===== src/rtl/sgi_router_pkg.sv =====
// Package: shared types and encodings for the software interrupt router.
// Assumes the fixed 64-bit generator word layout described in the brief.
package sgi_router_pkg;

    localparam int WORD_W   = 64;
    localparam int INTID_W  = 4;
    localparam int TLIST_W  = 16;
    localparam int AFFL_W   = 8;
    localparam int CLUS_W   = 3 * AFFL_W;
    localparam int CAFF_W   = 4 * AFFL_W;

    // Delivered interrupt group encoding
    typedef enum logic [1:0] {
        GRP_0      = 2'd0,
        GRP_1_SEC  = 2'd1,
        GRP_1_NSEC = 2'd2
    } grp_e;

    // Which generator register was written
    typedef enum logic [1:0] {
        SEL_GRP0   = 2'd0,
        SEL_GRP1   = 2'd1,
        SEL_ALT1   = 2'd2,
        SEL_RSVD   = 2'd3
    } sel_e;

    // Unpacked view of a generator write
    typedef struct packed {
        logic [INTID_W-1:0] intid;
        logic [CLUS_W-1:0]  cluster;
        logic [TLIST_W-1:0] tlist;
        logic               bcast;
    } sgi_word_t;

endpackage


===== src/rtl/sgi_field_decode.sv =====
// Module: sgi_field_decode
// Splits the 64-bit generator word into its fields. Pure combinational.
// Assumes: cluster address ordered top level first (Aff3, Aff2, Aff1).
module sgi_field_decode
    import sgi_router_pkg::*;
(
    input  logic [WORD_W-1:0] word_i,
    output sgi_word_t         fields_o
);

    localparam int TLIST_LSB = 0;
    localparam int AFF1_LSB  = 16;
    localparam int INTID_LSB = 24;
    localparam int AFF2_LSB  = 32;
    localparam int BCAST_BIT = 40;
    localparam int AFF3_LSB  = 48;

    // Field extraction from fixed bit positions
    always_comb begin
        fields_o.tlist   = word_i[TLIST_LSB +: TLIST_W];
        fields_o.intid   = word_i[INTID_LSB +: INTID_W];
        fields_o.bcast   = word_i[BCAST_BIT];
        fields_o.cluster = {word_i[AFF3_LSB +: AFFL_W],
                            word_i[AFF2_LSB +: AFFL_W],
                            word_i[AFF1_LSB +: AFFL_W]};
    end

endmodule


===== src/rtl/sgi_group_resolve.sv =====
// Module: sgi_group_resolve
// Maps generator register, writer security state and the security-disable
// control to the delivered interrupt group. Pure combinational.
// Assumes: the reserved selector yields group 0 (it is never delivered).
module sgi_group_resolve
    import sgi_router_pkg::*;
(
    input  logic [1:0] sel_i,
    input  logic       ns_i,
    input  logic       sec_dis_i,
    output logic [1:0] group_o,
    output logic       sel_ok_o
);

    grp_e raw_grp;

    // Group chosen by register variant and writer security state
    always_comb begin
        unique case (sel_e'(sel_i))
            SEL_GRP0: raw_grp = GRP_0;
            SEL_GRP1: raw_grp = ns_i ? GRP_1_NSEC : GRP_1_SEC;
            SEL_ALT1: raw_grp = ns_i ? GRP_1_SEC  : GRP_1_NSEC;
            default:  raw_grp = GRP_0;
        endcase
    end

    // Security-disable folds secure group 1 into group 0
    always_comb begin
        if (sec_dis_i && raw_grp == GRP_1_SEC) begin
            group_o = GRP_0;
        end else begin
            group_o = raw_grp;
        end
    end

    // Flag the reserved selector so the top can suppress delivery
    always_comb sel_ok_o = (sel_e'(sel_i) != SEL_RSVD);

endmodule


===== src/rtl/sgi_target_match.sv =====
// Module: sgi_target_match
// Decides whether one core is a target of the current write.
// Assumes: core affinity is packed {Aff3, Aff2, Aff1, Aff0}; is_self_i is
// high only for the writing core.
module sgi_target_match
    import sgi_router_pkg::*;
(
    input  logic [CAFF_W-1:0]  core_aff_i,
    input  sgi_word_t          fields_i,
    input  logic               is_self_i,
    output logic               hit_o
);

    logic [CLUS_W-1:0] my_cluster;
    logic [AFFL_W-1:0] my_aff0;
    logic              aff0_in_range;
    logic              uni_hit;

    // Split the core's own affinity into cluster address and level 0
    always_comb begin
        my_cluster = core_aff_i[CAFF_W-1 -: CLUS_W];
        my_aff0    = core_aff_i[AFFL_W-1:0];
    end

    // Level 0 must index a target-list bit to be reachable
    always_comb aff0_in_range = (my_aff0[AFFL_W-1:4] == '0);

    // Unicast: same cluster and own target-list bit set
    always_comb begin
        uni_hit = 1'b0;
        if (aff0_in_range && my_cluster == fields_i.cluster) begin
            uni_hit = fields_i.tlist[my_aff0[3:0]];
        end
    end

    // Final choice between broadcast-except-self and unicast
    always_comb hit_o = fields_i.bcast ? !is_self_i : uni_hit;

endmodule


===== src/rtl/sgi_router.sv =====
// Module: sgi_router (top)
// Turns one generator write into simultaneous per-core delivery pulses,
// registered one cycle after the write strobe.
// Assumes: wr_valid_i is a single-cycle pulse; outputs other than
// dlv_valid_o are meaningful only while some dlv_valid_o bit is high.
module sgi_router
    import sgi_router_pkg::*;
#(
    parameter int NUM_CORES = 8,
    localparam int CIDX_W   = (NUM_CORES > 1) ? $clog2(NUM_CORES) : 1
)(
    input  logic                        clk,
    input  logic                        rst_n,
    input  logic                        wr_valid_i,
    input  logic [WORD_W-1:0]           wr_data_i,
    input  logic [1:0]                  wr_sel_i,
    input  logic [CIDX_W-1:0]           wr_core_i,
    input  logic                        wr_ns_i,
    input  logic                        sec_dis_i,
    input  logic [NUM_CORES*CAFF_W-1:0] core_aff_i,
    output logic [NUM_CORES-1:0]        dlv_valid_o,
    output logic [INTID_W-1:0]          dlv_intid_o,
    output logic [1:0]                  dlv_group_o,
    output logic                        dlv_ns_o
);

    sgi_word_t              fields;
    logic [1:0]             grp_next;
    logic                   sel_ok;
    logic [NUM_CORES-1:0]   hit_vec;

    logic [NUM_CORES-1:0]   valid_q;
    logic [INTID_W-1:0]     intid_q;
    logic [1:0]             group_q;
    logic                   ns_q;

    sgi_field_decode u_decode (
        .word_i   (wr_data_i),
        .fields_o (fields)
    );

    sgi_group_resolve u_group (
        .sel_i     (wr_sel_i),
        .ns_i      (wr_ns_i),
        .sec_dis_i (sec_dis_i),
        .group_o   (grp_next),
        .sel_ok_o  (sel_ok)
    );

    // One matcher per core
    for (genvar gi = 0; gi < NUM_CORES; gi++) begin : g_core
        logic is_self;
        // Writer identity for broadcast exclusion
        always_comb is_self = (int'(wr_core_i) == gi);

        sgi_target_match u_match (
            .core_aff_i (core_aff_i[gi*CAFF_W +: CAFF_W]),
            .fields_i   (fields),
            .is_self_i  (is_self),
            .hit_o      (hit_vec[gi])
        );
    end

    // Register the delivery; pulses last a single cycle
    always_ff @(posedge clk) begin
        if (!rst_n) begin
            valid_q <= '0;
            intid_q <= '0;
            group_q <= '0;
            ns_q    <= 1'b0;
        end else if (wr_valid_i) begin
            valid_q <= sel_ok ? hit_vec : '0;
            intid_q <= fields.intid;
            group_q <= grp_next;
            ns_q    <= wr_ns_i;
        end else begin
            valid_q <= '0;
        end
    end

    // Drive outputs from the register stage
    always_comb begin
        dlv_valid_o = valid_q;
        dlv_intid_o = intid_q;
        dlv_group_o = group_q;
        dlv_ns_o    = ns_q;
    end

endmodule


===== config.mk =====
export PLATFORM = sky130hd
export DESIGN_NAME = sgi_router
export DESIGN_NICKNAME = d
export VERILOG_FILES = /design/src/rtl/sgi_router_pkg.sv /design/src/rtl/sgi_field_decode.sv /design/src/rtl/sgi_group_resolve.sv /design/src/rtl/sgi_target_match.sv /design/src/rtl/sgi_router.sv
export SDC_FILE = /design/constraint.sdc
export NUM_CORES = 1
export LEC_CHECK = 0
export BUFFER_PORTS_ARGS = -buffer_cell sky130_fd_sc_hd__buf_2
export CAP_MARGIN = 0
export CORE_AREA = 2 2 134 136
export CTS_CLUSTER_SIZE = 20
export DETAILED_ROUTE_END_ITERATION = 16
export DIE_AREA = 0 0 136 138
export GPL_TIMING_DRIVEN = 0
export PLACE_DENSITY = 0.65
export SLEW_MARGIN = 20
export SYNTH_ARGS = -nofsm -noshare
export SYNTH_HDL_FRONTEND = slang
export SYNTH_SLANG_ARGS = --single-unit

===== constraint.sdc =====
create_clock -name clk -period 3.91 [get_ports clk]
set_input_delay 0.391 -clock clk [delete_from_list [all_inputs] [get_ports clk]]
set_output_delay 0.391 -clock clk [all_outputs]
set_load 0.01 [all_outputs]

==> results of run 1 <==
[flip-flops by register name (all words and copies together) (netlist names)]
| register | flops |
|---|---|
| dlv_group_o | 2 |
| dlv_intid_o | 4 |
| dlv_ns_o | 1 |
| dlv_valid_o | 8 |
[metal layers]
metal  wire length (µm)  global-route usage  part of all wire
met5                  0                   0                 0
met4                484              0.0537             0.025
met3               1790              0.0425             0.093
met2               9210               0.328              0.48
met1               7690               0.242              0.40
[cell usage in the layout (no fill, tap or decap), types with 4 or more instances in the layout]
cell type	Yosys	layout
buf_2	4	303
xor2_1	96	96
xnor2_1	96	96
nor4_1	36	36
nand4_1	32	32
mux2i_1	22	22
mux4_2	20	20
buf_6	19	19
dfxtp_1	15	15
nand2_1	13	13
mux4_1	12	12
nor2b_1	6	6
a21oi_1	5	5
nor2b_4	4	4
a211oi_2	4	4
a22o_1	4	4
or4_1	4	4
nor3_1	4	4
[stage by stage]
step	utilization	cells	worst slack, ps	area, µm²
finish	0.338	950	1860	5930
global route	0.338	950	1730	5930
CTS	0.338	949	1790	5930
detailed placement	0.334	945	1540	5850
global placement	0.334	945	1520	5850
floorplan	-	417	2400	4070
[critical path, stage by stage]
cell and delay (ps):
buf_6 150, xor2_1 180, nor4_1 470, nand4_1 170, nor4_1 650, a22o_1 220
[final cells by class]
type | count | area (µm²)
diodes | 1 | 2.50
plain buffers | 27 | 256
clock buffers | 4 | 78.8
fillers | 1878 | 11600
multi-input cells | 375 | 3510
flip-flops and latches | 15 | 300
well taps | 229 | 287
repair buffers | 299 | 1500
[worst min path at each step]
stage	end	cells after the start	startpoint
floorplan	dlv_valid_o[0]	2	wr_core_i[2]
global placement	dlv_group_o[1]	1	dlv_group_o[1]
detailed placement	dlv_intid_o[0]	2	dlv_intid_o[0]
CTS	dlv_intid_o[0]	3	wr_data_i[24]
global route	dlv_intid_o[1]	3	wr_data_i[25]
finish	dlv_intid_o[1]	3	wr_data_i[25]
[logic make-up after synthesis]
logic type	Yosys count	share of synthesized area
DFF	15	0.0738
AOI/OAI and AO/OA	19	0.0372
muxes	54	0.242
buffers and inverters	27	0.0630
and+or+nand+nor	110	0.171
xor gates and xnor gates	192	0.413
[report_power, final]
part,total [mW],internal (mW),switching (mW)
sequential,0.163,0.160,0.00257
clock,0.192,0.137,0.0544
combinational,0.606,0.321,0.285
==> impl_metrics.json, run 1 <==
{
  "htree_levels": 1,
  "grt.overflow.total": 0,
  "cts.path.max_buffers": 2,
  "rsz0062_at_grt": "no",
  "worst_pin_slew_ps": 855,
  "setup_viol": 0,
  "wl_per_cell_um": 20.2,
  "dp_hpwl_mm": 16.1,
  "antenna_found_initial": 2,
  "cts.clk_slew.worst_paths_ps": 40,
  "clk_latency_ps": 240,
  "r2r-end": "dlv_group_o[1]",
  "path_max_fanout": 8,
  "postSynthCellCount": 417,
  "die_h_um": 138,
  "seq_area_frac_synth": 0.0738,
  "cts_made_buffers": 3,
  "cp-start-kind": "input pin",
  "track_usage": 0.192,
  "dr.pass1.iters": 4,
  "grt_start_max_net_pins": 11,
  "initial_core_util": 0.232,
  "synth-edff-count": 0,
  "fmax_ghz": 0.488,
  "ys.flop_type": "dfxtp_1",
  "vias": 4573,
  "slew_viol_final": 0,
  "holdBufCountCts": 0,
  "startpoint": "wr_data_i[52]",
  "dieArea_um2": 18800,
  "core_um2": 17500,
  "drtAntennaViolNets": 0,
  "reg2reg_depth": 1,
  "pin_count": 345,
  "rrSetupSlack_ps": 3280,
  "routed_via_density": 4.81,
  "vdd_ir_drop_max_mv": 0.202,
  "drt_wl_total_mm": 19.2,
  "worst_r2r_startpoint": "dlv_group_o[1]",
  "cts.sinks": 15,
  "dieWidth_um": 136,
  "synth.top_cells.by_area": "xnor2_1 (21%), xor2_1 (21%), mux4_2 (11%)",
  "slew_headroom": 0.424,
  "synth_warnings": 0,
  "grt_pass1_vias": 4721,
  "ys_ff_latch": 15,
  "synthArstFlopShare": 0,
  "hold-worst-slack_ps": 418,
  "crit_required_ps": 4090,
  "layout.nets": 1051,
  "yosysTopAreaCellShare": 0.207,
  "hold_viol": 0,
  "gp_congestion": 0.902,
  "areaGrowthSynthToFinish_pct": 45.8,
  "critPathCapture": "dlv_valid_o[3]",
  "grt_pass1_wl_mm": 26.7,
  "clock_skew_ps": 0,
  "root_buffer": "clkbuf_16",
  "cts_setup_buffers": 0,
  "avgSynthCellArea_um2": 9.76,
  "route.detailed.drc": 0,
  "fin_crit_sh": 0.524,
  "timing.setup.tns_ps": 0,
  "p_per_area_nw_per_um2": 162,
  "cts_resized": 0,
  "drv_cap": 0,
  "fin_total_pwr_uw": 961,
  "port-buffer-count": 299,
  "syn-num-nets": 747,
  "rows": 49,
  "worst_ep_arrival_time_ps": 2230,
  "critPathKind": "input pin to register",
  "status": "complete, no violations",
  "worst_setup_path_end_kind": "register",
  "first_iter_violations": 299,
  "drive_gt1_frac": 0.494,
  "p_leak_nw": 2.67,
  "cts_tree": "yes",
  "ys_top_cells_by_count": "xnor2_1 (96), xor2_1 (96), nor4_1 (36)",
  "synthesis.area_um2": 4070,
  "yosysTopAreaCell": "xnor2_1",
  "ys_types": 30,
  "min_period_ps": 2050,
  "hp-class": "input pin to register"
}
Power figures use the tool's default switching activity.
==> run 2, diff against run 1 <==
Settings changed: CORE_AREA 2 2 134 136 to 2 2 135 137, DIE_AREA 0 0 136 138 to 0 0 137 139, PLACE_DENSITY 0.65 to 0.64.
Clock period 3.91 ns to 2.1 ns, I/O delays scaled along.
==> run 2 against run 1 <==
Net effect: global-route usage is 0.80 points lower; sequential cell count stayed put; final cell count is 0.11% lower; largest cell class unchanged; sequential share of layout area hardly changed; via count is 0.98% lower; clock skew stayed put; clock power is 93% higher; highest routed layer unchanged; clock-buffer cell count is 1 lower; register-to-register slack worse by 1800 ps; routed wire length is 2.6% lower.
==> impl_metrics.json, run 2 (synthesis results as in run 1) <==
{
  "status": "complete, no violations",
  "track_usage": 0.184,
  "fin_crit_sh": 0.939,
  "layout.nets": 1051,
  "swShare": 0.360,
  "root_buffer": "clkbuf_16",
  "cts_setup_buffers": 0,
  "first_iter_violations": 318,
  "dieArea_um2": 19000,
  "hp-class": "input pin to register",
  "intPower_mw": 1.15,
  "critPathKind": "input pin to register",
  "areaGrowthSynthToFinish_pct": 45.9,
  "p_leak_nw": 2.67,
  "cts.path.max_buffers": 2,
  "r2r-end": "dlv_group_o[1]",
  "initial_core_util": 0.231,
  "final_common_cell": "buf_2",
  "setup_viol": 0,
  "pin_count": 345,
  "fin_total_pwr_mw": 1.80,
  "min_path_cells": 3,
  "drive_gt1_frac": 0.497,
  "cts_made_buffers": 3,
  "rows": 49,
  "route.detailed.drc": 0,
  "hold_end": "dlv_intid_o[0]",
  "dr.pass1.iters": 5,
  "worst_r2r_startpoint": "dlv_group_o[1]",
  "reg2reg_depth": 1,
  "htree_levels": 1,
  "drv_cap": 0,
  "grt.overflow.total": 0,
  "drt_wl_total_mm": 18.7,
  "worst_ep_arrival_time_ps": 2160,
  "p_comb_frac": 0.626,
  "crit_required_ps": 2290,
  "min_period_ps": 1970,
  "cp-start-kind": "input pin",
  "gp_congestion": 0.907,
  "slew_headroom": 0.330,
  "p_per_area_nw_per_um2": 303,
  "path_max_fanout": 8,
  "cts.sinks": 15,
  "grt_pass1_vias": 4559,
  "drtAntennaViolNets": 0,
  "fill_cells": 1867,
  "hold_start": "wr_data_i[24]",
  "holdBufCountCts": 0,
  "antenna_found_initial": 0,
  "n_antenna_cell": 0,
  "cts_tree": "yes",
  "worst_setup_path_end_kind": "register",
  "slew_viol_final": 0,
  "switching_power_uw": 647,
  "clkPwrFrac": 0.206,
  "grt_pass1_wl_mm": 26.0,
  "seqPwrFrac": 0.168,
  "clock_skew_ps": 0,
  "vias": 4528,
  "seq_area_um2": 300,
  "fmax_ghz": 0.507,
  "grt_start_max_net_pins": 11,
  "vdd_ir_drop_max_mv": 0.239,
  "rsz0062_at_grt": "no",
  "hold_viol": 0,
  "die_h_um": 139,
  "dieWidth_um": 137,
  "multi_input_area_um2": 3520,
  "rrSetupSlack_ps": 1480,
  "wl_per_cell_um": 19.7,
  "routed_via_density": 4.77,
  "cts.clk_slew.worst_paths_ps": 50,
  "largest_reg_flops": 8,
  "port-buffer-count": 299,
  "worst_pin_slew_ps": 996,
  "dp_hpwl_mm": 16.0,
  "layout_setup_ws_ps": 127,
  "preCtsSetupSlack_ps": -309,
  "core_um2": 17700,
  "cts_resized": 1,
  "finish.utilization": 0.336,
  "clk_latency_ps": 240,
  "mostFrequentLayoutCells": "buf_2 (303), xor2_1 (96), xnor2_1 (96), nor4_1 (35), nand4_1 (32)"
}
==> run 2: changes by cell type in the layout (fill, tap and decap cells not counted) <==
cell,delta
clkbuf_1,-1
diode_2,-1
clkinv_2,+1
nor4_1,-1
nor4_2,+1
==> run 2: routing by layer <==
metal / track usage / vias to the layer above / wire length [µm] / part of all wire
met5: 0 / - / 0 / 0
met4: 0.0461 / 0 / 490 / 0.026
met3: 0.0270 / 30 / 1510 / 0.081
met2: 0.316 / 259 / 9170 / 0.49
met1: 0.240 / 2084 / 7490 / 0.40
li1: - / 2155 / - / -
==> run 2: worst max path at each step <==
| stage | startpoint | end | slack (ps) | depth (start not counted) |
|---|---|---|---|---|
| final | wr_data_i[55] | dlv_valid_o[7] | 130 | 6 |
| after global placement | wr_data_i[55] | dlv_valid_o[7] | -260 | 6 |
| after CTS | wr_data_i[55] | dlv_valid_o[7] | 120 | 6 |
| after global routing | wr_data_i[55] | dlv_valid_o[7] | 20 | 6 |
| after detailed placement | wr_data_i[55] | dlv_valid_o[7] | -310 | 6 |
| after floorplan | wr_data_i[22] | dlv_valid_o[5] | 770 | 6 |
==> run 2: power by group through the flow <==
stage | clock network, mW | logic [mW] | registers (mW)
finish | 0.370 | 1.13 | 0.303
global placement | 0 | 1.10 | 0.308
detailed placement | 0 | 1.12 | 0.308
global route | 0.393 | 1.21 | 0.304
floorplan | 0 | 0.602 | 0.315
CTS | 0.379 | 1.12 | 0.303
==> run 2: cell type report <==
class | count | area share
Multi-Input combinational cell | 375 | 0.593
Clock buffer | 3 | 0.0126
Sequential cell | 15 | 0.0506
Timing Repair Buffer | 299 | 0.252
Buffer | 27 | 0.0432
Tap cell | 229 | 0.0482
Clock inverter | 1 | 0.000843
==> run 2: critical path, cell delays in order <==
cell and delay, ps:
buf_2 200, xor2_1 190, nor4_1 540, nand4_1 380
nor4_2 450, a22o_1 180
==> run 2: through the flow <==
stage          cell area [µm²]  setup TNS, ps  hold slack [ps]  instances
2_1_floorplan             4070              0              322        417
3_3_place_gp              5850           -282              473        945
3_5_place_dp              5850           -415              485        945
4_1_cts                   5940              0              231        949
5_1_grt                   5940              0              248        949
6_report                  5940              0              236        949
==> run 3, diff against run 2 <==
Settings changed: ABC_AREA from default to 1, CORE_AREA 2 2 135 137 to 2 2 132 134, DIE_AREA 0 0 137 139 to 0 0 134 136, PLACE_DENSITY 0.64 to 0.75.
==> run 3 against run 2 <==
Net effect: sequential power is essentially flat; critical path depth increased by 5; routed wire length rose by 27%.
==> impl_metrics.json, run 3 <==
{
  "status": "complete, no violations",
  "fill_cells": 1905,
  "hold-worst-slack_ps": 206,
  "core_um2": 16900,
  "root_buffer": "clkbuf_16",
  "slew_headroom": 0.620,
  "yosysTopAreaCellShare": 0.407,
  "initial_core_util": 0.328,
  "yosysMostFrequentCell": "nand2_1",
  "worst_ep_arrival_time_ps": 1610,
  "hp-class": "input pin to register",
  "holdBufCountCts": 0,
  "dieWidth_um": 134,
  "path_max_fanout": 10,
  "route.detailed.drc": 0,
  "hold_start": "wr_data_i[25]",
  "synthAdderAreaFrac": 0,
  "hold_end": "dlv_intid_o[1]",
  "cts.sinks": 15,
  "synth_compound_area_frac": 0.0384,
  "slew_viol_final": 0,
  "ys_top_cells_by_count": "nand2_1 (601), inv_1 (221), nand3_1 (132)",
  "drv_cap": 0,
  "rsz0062_at_grt": "no",
  "placed_area_um2": 7230,
  "worst_pin_slew_ps": 567,
  "yosysTopAreaCell": "nand2_1",
  "drive_gt1_frac": 0.220,
  "cts.path.max_buffers": 2,
  "dieArea_um2": 18200,
  "syn-num-nets": 1586,
  "timing.setup.tns_ps": 0,
  "ys_ff_latch": 15,
  "htree_levels": 1,
  "die_h_um": 136,
  "preCtsSetupSlack_ps": 378,
  "synth-edff-count": 0,
  "clock_skew_ps": 0,
  "rows": 48,
  "wl_per_cell_um": 13.4,
  "cts_made_buffers": 3,
  "ys.flop_type": "dfxtp_1",
  "dr.pass1.iters": 8,
  "min_path_cells": 3,
  "fin_total_pwr_mw": 1.95,
  "grt_pass1_wl_mm": 35.3,
  "min_period_ps": 1450,
  "fin_cells": 1767,
  "dp_hpwl_mm": 20.5,
  "place_inst": 1763,
  "vias": 8171,
  "gp_congestion": 0.918,
  "synth_warnings": 0,
  "areaGrowthSynthToFinish_pct": 32.0,
  "critPathKind": "input pin to register",
  "pin_count": 345,
  "track_usage": 0.244,
  "synth_top_family_by_area": "simple AND/OR/NAND/NOR gates",
  "vdd_ir_drop_max_mv": 0.317,
  "synthArstFlopShare": 0,
  "synthesis.area_um2": 5540,
  "fmax_ghz": 0.692,
  "seq_area_frac_synth": 0.0542,
  "ys_types": 24,
  "hold_viol": 0,
  "n_antenna_cell": 0,
  "cp-start-kind": "input pin",
  "grt.overflow.total": 0,
  "synth-xor-area-share": 0.0522,
  "drtAntennaViolNets": 0,
  "p_per_area_nw_per_um2": 266,
  "worst_setup_path_end_kind": "register",
  "avgSynthCellArea_um2": 4.41,
  "clk_latency_ps": 240,
  "port-buffer-count": 282,
  "grt_pass1_vias": 7288,
  "cts_setup_buffers": 0,
  "grt_start_max_net_pins": 11,
  "cts_resized": 0,
  "largest_reg_flops": 8,
  "reg2reg_depth": 2,
  "p_leak_nw": 4.81,
  "crit_required_ps": 2270,
  "cts.clk_slew.worst_paths_ps": 40,
  "synth.top_cells.by_area": "nand2_1 (41%), inv_1 (15%), nand3_1 (12%)",
  "yosys.area_share.simple": 0.649,
  "rrSetupSlack_ps": 1450,
  "layout.nets": 1873,
  "first_iter_violations": 622,
  "synth_mux_area_frac": 0,
  "finish.utilization": 0.433,
  "cts_tree": "yes",
  "final_common_cell": "nand2_1",
  "setup_viol": 0,
  "final_area_um2": 7310,
  "layout_setup_ws_ps": 655,
  "worst_r2r_startpoint": "dlv_group_o[0]",
  "mostFrequentLayoutCells": "nand2_1 (601), buf_2 (298), inv_1 (221), nand3_1 (132), nor2_1 (110)",
  "fin_crit_sh": 0.688,
  "postSynthCellCount": 1256,
  "antenna_found_initial": 0,
  "r2r-end": "dlv_group_o[0]",
  "drt_wl_total_mm": 23.7,
  "routed_via_density": 4.62
}
[run 3: cell count changes after synthesis, moves of 25 or more]
cell     delta
nor2_1    +108
o21ai_0    +25
inv_1     +221
nand2_1   +588
xnor2_1    -78
nor4_1     -36
nand3_1   +131
xor2_1     -81
[run 3: metal layers]
| layer | share of wire | track usage | wire length [µm] | vias up |
|---|---|---|---|---|
| li1 | - | - | - | 4290 |
| met1 | 0.40 | 0.293 | 9390 | 3440 |
| met2 | 0.49 | 0.457 | 11600 | 395 |
| met3 | 0.091 | 0.0306 | 2150 | 46 |
| met4 | 0.025 | 0.0668 | 594 | 0 |
| met5 | 0 | 0 | 0 | - |
[run 3: report_power, final]
part,internal (mW),switching (mW)
clock network,0.256,0.103
logic,0.523,0.758
registers,0.300,0.00519
total,1.08,0.866
[run 3: worst max-delay path by stage]
stage,from,end,depth (start not counted)
after floorplan,wr_data_i[16],dlv_valid_o[4],9
after detailed placement,wr_data_i[51],dlv_valid_o[5],10
after global placement,wr_data_i[51],dlv_valid_o[5],10
final,wr_data_i[55],dlv_valid_o[3],11
after CTS,wr_data_i[51],dlv_valid_o[5],10
after global routing,wr_data_i[55],dlv_valid_o[3],11
[run 3: final cells by class]
type	count	area, µm²	area share
multi-input combinational	959	4100	0.560
tap	225	282	0.0385
buffer	48	263	0.0360
inverter	234	878	0.120
clock buffer	4	78.8	0.0108
sequential	15	300	0.0411
timing repair buffer	282	1410	0.193
[run 3: critical path, stage by stage]
cell	delay (ps)
buf_2	110
clkbuf_8	150
nand2_1	60
nand2_1	50
nor2_1	80
nand2_1	90
nor2_1	190
nand2_1	130
nor2_1	260
nand3_1	130
a21oi_1	130
[run 3: cells by family (layout without fill, tap and decap cells)]
family	Yosys count	count (layout)
AOI/OAI and AO/OA	41	41
xor gates and xnor gates	33	33
buffers and inverters	282	568
DFF	15	15
and+or+nand+nor	885	885
